## config.mk

```make
export PLATFORM = sky130hd
export DESIGN_NAME = baud_tick_gen
export DESIGN_NICKNAME = d
export VERILOG_FILES = /design/src/rtl/baud_pkg.sv /design/src/rtl/baud_div_regs.sv /design/src/rtl/baud_prescaler.sv /design/src/rtl/baud_divcnt.sv /design/src/rtl/baud_tick_gen.sv
export SDC_FILE = /design/constraint.sdc
export NUM_CORES = 1
export LEC_CHECK = 0
export BUFFER_PORTS_ARGS = -buffer_cell sky130_fd_sc_hd__buf_2
export CORE_MARGIN = 3
export CORE_UTILIZATION = 60
export CTS_CLUSTER_DIAMETER = 60
export CTS_CLUSTER_SIZE = 14
export DETAILED_ROUTE_END_ITERATION = 6
export GPL_TIMING_DRIVEN = 0
export PLACE_DENSITY = 0.79
export SLEW_MARGIN = 40
export SYNTH_ARGS = -nofsm -noshare
export SYNTH_HDL_FRONTEND = slang
export SYNTH_SLANG_ARGS = --single-unit
```

## constraint.sdc

```tcl
create_clock -name clk -period 6.8 [get_ports clk]
set_input_delay 1.36 -clock clk [delete_from_list [all_inputs] [get_ports clk]]
set_output_delay 1.36 -clock clk [all_outputs]
set_load 0.1 [all_outputs]
```

## src/rtl/baud_pkg.sv

```systemverilog
package baud_pkg;

    localparam int DIV_W     = 16;
    localparam int BYTE_W    = 8;
    localparam int NUM_BYTES = DIV_W / BYTE_W;
    localparam int CNT_W     = DIV_W + 1;

    typedef logic [DIV_W-1:0]  div_t;
    typedef logic [CNT_W-1:0]  cnt_t;
    typedef logic [BYTE_W-1:0] byte_t;

    typedef enum logic {
        PRE_BYPASS = 1'b0,
        PRE_SLOW   = 1'b1
    } pre_mode_e;

    typedef struct packed {
        logic [NUM_BYTES-1:0] lane_we;
        byte_t                data;
    } div_wr_t;

    // Zero divisor means full range (2**DIV_W); result is terminal count.
    function automatic cnt_t div_last(input div_t d);
        cnt_t full;
        full = cnt_t'(1) << DIV_W;
        if (d == '0)
            return full - cnt_t'(1);
        return cnt_t'(d) - cnt_t'(1);
    endfunction

endpackage

```

## src/rtl/baud_div_regs.sv

```systemverilog
module baud_div_regs
    import baud_pkg::*;
#(
    parameter div_t RST_DIV = div_t'(1)
) (
    input  logic    clk,
    input  logic    rst,
    input  div_wr_t wr_i,
    output div_t    div_o,
    output logic    load_o
);

    div_t div_q;

    generate
        for (genvar g = 0; g < NUM_BYTES; g++) begin : g_lane
            always_ff @(posedge clk) begin
                if (rst)
                    div_q[g*BYTE_W +: BYTE_W] <= RST_DIV[g*BYTE_W +: BYTE_W];
                else if (wr_i.lane_we[g])
                    div_q[g*BYTE_W +: BYTE_W] <= wr_i.data;
            end


            lane_load_chk: assert property (@(posedge clk) disable iff (rst)
                wr_i.lane_we[g] |=> div_o[g*BYTE_W +: BYTE_W] == $past(wr_i.data));
        end
    endgenerate

    assign div_o  = div_q;
    assign load_o = |wr_i.lane_we;

endmodule

```

## src/rtl/baud_prescaler.sv

```systemverilog
module baud_prescaler
    import baud_pkg::*;
#(
    parameter int RATIO = 4
) (
    input  logic      clk,
    input  logic      rst,
    input  logic      clr_i,
    input  pre_mode_e mode_i,
    output logic      step_o
);

    generate
        if (RATIO <= 1) begin : g_none
            assign step_o = 1'b1;
        end else begin : g_div
            localparam int PW = $clog2(RATIO);
            localparam logic [PW-1:0] LAST = PW'(RATIO - 1);
            logic [PW-1:0] pcnt_q;

            always_ff @(posedge clk) begin
                if (rst || clr_i)
                    pcnt_q <= '0;
                else if (pcnt_q == LAST)
                    pcnt_q <= '0;
                else
                    pcnt_q <= pcnt_q + PW'(1);
            end

            assign step_o = (mode_i == PRE_BYPASS) || (pcnt_q == LAST);


            pre_gap_chk: assert property (@(posedge clk) disable iff (rst)
                (step_o && mode_i == PRE_SLOW) |=> (!step_o || mode_i == PRE_BYPASS));
        end
    endgenerate

endmodule

```

## src/rtl/baud_divcnt.sv

```systemverilog
module baud_divcnt
    import baud_pkg::*;
(
    input  logic clk,
    input  logic rst,
    input  logic clr_i,
    input  logic step_i,
    input  div_t div_i,
    output logic tick_o
);

    cnt_t cnt_q;
    cnt_t last;
    logic tick_q;

    assign last = div_last(div_i);

    always_ff @(posedge clk) begin
        if (rst || clr_i) begin
            cnt_q  <= '0;
            tick_q <= 1'b0;
        end else if (step_i) begin
            if (cnt_q == last) begin
                cnt_q  <= '0;
                tick_q <= 1'b1;
            end else begin
                cnt_q  <= cnt_q + cnt_t'(1);
                tick_q <= 1'b0;
            end
        end else begin
            tick_q <= 1'b0;
        end
    end

    assign tick_o = tick_q;


    cnt_range_chk: assert property (@(posedge clk) disable iff (rst)
        cnt_q <= last);


    tick_width_chk: assert property (@(posedge clk) disable iff (rst)
        (tick_o && last != '0) |=> !tick_o);

endmodule

```

## src/rtl/baud_tick_gen.sv

```systemverilog
module baud_tick_gen
    import baud_pkg::*;
#(
    parameter int   PRE_RATIO = 4,
    parameter div_t RST_DIV   = div_t'(1)
) (
    input  logic        clk,
    input  logic        rst,
    input  logic        div_lo_we,
    input  logic        div_hi_we,
    input  logic [7:0]  wr_data,
    input  logic        prescale_en,
    output logic        tick16_o
);

    div_wr_t   wr;
    div_t      div_val;
    logic      load;
    logic      step;
    pre_mode_e mode;

    assign wr.lane_we = {div_hi_we, div_lo_we};
    assign wr.data    = wr_data;
    assign mode       = prescale_en ? PRE_SLOW : PRE_BYPASS;

    baud_div_regs #(.RST_DIV(RST_DIV)) i_regs (
        .clk    (clk),
        .rst    (rst),
        .wr_i   (wr),
        .div_o  (div_val),
        .load_o (load)
    );

    baud_prescaler #(.RATIO(PRE_RATIO)) i_pre (
        .clk    (clk),
        .rst    (rst),
        .clr_i  (load),
        .mode_i (mode),
        .step_o (step)
    );

    baud_divcnt i_cnt (
        .clk    (clk),
        .rst    (rst),
        .clr_i  (load),
        .step_i (step),
        .div_i  (div_val),
        .tick_o (tick16_o)
    );


    rst_quiet_chk: assert property (@(posedge clk)
        rst |=> !tick16_o);


    load_quiet_chk: assert property (@(posedge clk) disable iff (rst)
        load |=> !tick16_o);

endmodule

```

==> results.md <==
* Status: completed
* Fin. max-slew vios at 0
* Via count at 2020
* Layout cells sized above 1 at 0.101
* CP arrival at 3.64 ns
* Row count at 21
* Gate Count Post-Synth at 269
* CTS Hold Buffers Added at 0
* Critical path endpoint category: register
* 1st-iter DRT viols at 104
* Max Clock Skew at 0.00691 ns
* Area grow syn2layout at 8.88%
* Dominant synthesized flop cell: dfxtp_1
* Synth Area per Inst at 8.49 um^2
* Core area at 3490 um^2
* Tightest Pin Transition at 0.742 ns
* Skew-Pair Late Insertion Delay at 0.29 ns
* Via/cell ratio at 6.05
* CTS tree: yes
* Cell Int Power at 0.333 mW
* Setup TNS Final at 0 ns
* Power share of the combinational group at 0.176
* Area share of the largest cell type after synthesis at 0.316
* Syn nets at 285
* Clock share of power at 0.336
* Period utilization at 0.513
* Finish-stage setup viols at 0
* Final WS setup at 3.31 ns
* Synth area leaders: dfxtp_1 (32%), xnor2_1 (7.7%), mux2i_1 (7.0%)
* CP Data Required Time at 6.95 ns
* First-pass detailed-route iteration total at 4
* CP max FO at 10
* Setup WS pre-CTS at 3.44 ns
* Max Freq at 287 MHz
* Initial Util at 0.653
* RSZ-0062 raised after global routing: no
* ANT nets after route at 0
* Commonest cells after routing, fill and taps aside: dfxtp_1 (36), nor2_1 (25), xnor2_1 (20)
* Commonest non-fill, non-tap cell in the layout: dfxtp_1
* Delay-heaviest family, CP: simple AND/OR/NAND/NOR gates
* Total GRT Usage at 0.250
* Crit-path cells: inv_1, ha_1, nor3b_2, nand2_1, or3_1, buf_1, a31oi_1, o2111ai_1, nor4_4, buf_6, a211oi_1
* Switching Share at 0.274
* Cell Area, Synth at 2280 um^2
* Die Area at 4580 um^2
* Seq pwr share at 0.488
* Wire length per cell at 15.1 um
* Hold violation total from the final report at 0
* Pwr dens at 185 nW/um^2
* Post-CTS Setup Bufs at 0
* CTS H-tree depth at 2
* CP startpoint kind: register
* Yosys reg bits at 36
* Post-synth EDFFs at 0
* Worst vdd ir at 0.138 mV
* First-pass GRT wire length at 8.56 mm
* N_diodes at 0
* Net Sw Power at 0.126 mW
* CTS Sinks at 36
* I/O Buffers at 11
* Largest net degree at the start of global routing at 11
* FILL cells at 306
* Post-DP HPWL at 3.76 mm
* Die height at 67.7 um
* Post-route DRC at 0
* Sequential area share after synthesis at 0.316
* Tmin final at 3.49 ns
* Setup CP Type: register to register
* Pleak at 0.894 nW
* Headroom to the max-slew limit at 0.501
* Worst path bufs/invs at 3
* Max Cap Violations at 0
* Cts repair resizes at 0
* Die width at 67.7 um
* Bufs on Longest Clock Path at 2
* Slowest CP cell: nor3b_2
* Ports at 14
* Async SR Flop Fraction at 0
* Gpl congestion at 0.892
* TritonCTS Buffers at 5
* Number of global-route vias before repair at 1791
* Fin nets at 303
* Post-Route WL at 5.05 mm
* Area leader, netlist: dfxtp_1
* Grt ovf at 0
* Initial antenna violation count at 0
* Clk slew on worst S/H paths at 0.07 ns
* Syn. warnings at 0
* CTS root buffer: clkbuf_8
* Worst hold path type: register to register
* Delay of the slowest critical-path stage at 0.53 ns
* Unique cell type count in the Yosys netlist at 51
[kinds of logic (layout without fill, tap and decap cells)]
family	after synthesis	after routing	synth area share
and+or+nand+nor	106	106	0.265
AOI/OAI and AO/OA	43	43	0.134
xor gates and xnor gates	37	37	0.142
DFF	36	36	0.316
buffers and inverters	27	46	0.0521
muxes	17	17	0.0751
adders and majority gates	3	3	0.0164
[synthesized netlist by cell type (all sizes together) (2+ instances only)]
cell type and n:
a21boi 2, nand2 11, mux2i 16, xnor2 20, o22ai 2, nor4 7, xor2 17, inv 5
nand4b 2, nor2 25, o21a 2, buf 7, or3 5, nor2b 3, nand2b 3, o21ai 7
nor3b 3, and3 2, a32oi 2, nand4 9, dfxtp 36, nor3 12, ha 3, a31oi 3
nand3 13, o31a 2, or4 4, clkbuf 15, a211oi 16
[power groups by stage]
| stage | Sequential [mW] | Clock (mW) | Combinational [mW] |
|---|---|---|---|
| after floorplan | 0.227 | 0 | 0.0626 |
| after global placement | 0.229 | 0 | 0.0771 |
| after detailed placement | 0.229 | 0 | 0.0784 |
| after CTS | 0.224 | 0.158 | 0.0793 |
| after global routing | 0.225 | 0.168 | 0.0879 |
| final | 0.224 | 0.154 | 0.0807 |
[state kept, by name, indices dropped and copies added, names as in the netlist]
signal / flops
i_pre.g_div.pcnt_q: 2
i_cnt.tick_o: 1
i_regs.div_o: 16
i_cnt.cnt_q: 17
[worst paths after layout]
kind / from / to / slack [ns] / depth (start not counted)
worst max-delay path: i_regs.div_o[0] / i_cnt.cnt_q[10] / 3.31 / 11
worst min-delay path: i_pre.g_div.pcnt_q[0] / i_pre.g_div.pcnt_q[0] / 0.43 / 1
worst max register to register: i_regs.div_o[0] / i_cnt.cnt_q[10] / 3.31 / 11
worst min register to register: i_pre.g_div.pcnt_q[0] / i_pre.g_div.pcnt_q[0] / 0.43 / 1
[metrics by stage]
step                      cells  cell area, um^2   util  hold WS (ns)  total power [mW]
after CTS                   334             2490  0.711         0.439             0.461
after global placement      326             2400  0.686         0.420             0.306
after global routing        334             2490  0.711         0.463             0.481
after detailed placement    326             2400  0.686         0.425             0.307
final                       334             2490  0.711         0.435             0.459
after floorplan             269             2280      -         0.408             0.289
[metal layers]
metal	share of wire	vias up	routed length (um)	GRT usage
li1	-	1011	-	-
met1	0.48	955	2430	0.346
met2	0.45	44	2280	0.372
met3	0.049	10	247	0.0632
met4	0.018	0	89	0.0911
met5	0	-	0	0
[worst reg2reg max path, stage by stage (launching register included)]
cell and delay, ns:
dfxtp_1 0.36, inv_1 0.11, ha_1 0.20, nor3b_2 0.53, nand2_1 0.19, or3_1 0.34
buf_1 0.22, a31oi_1 0.34, o2111ai_1 0.23, nor4_4 0.53, buf_6 0.21, a211oi_1 0.09
[cell type report]
cell class	count	area, um^2	share of cell area
plain buffers	22	100	0.0403
clock buffers	8	90.1	0.0362
inverters	5	18.8	0.00755
multi-input cells	206	1440	0.581
flip-flops and latches	36	721	0.290
well taps	46	57.6	0.0232
repair buffers	11	55.1	0.0221
Note: power is estimated with default switching activity, not from simulation.
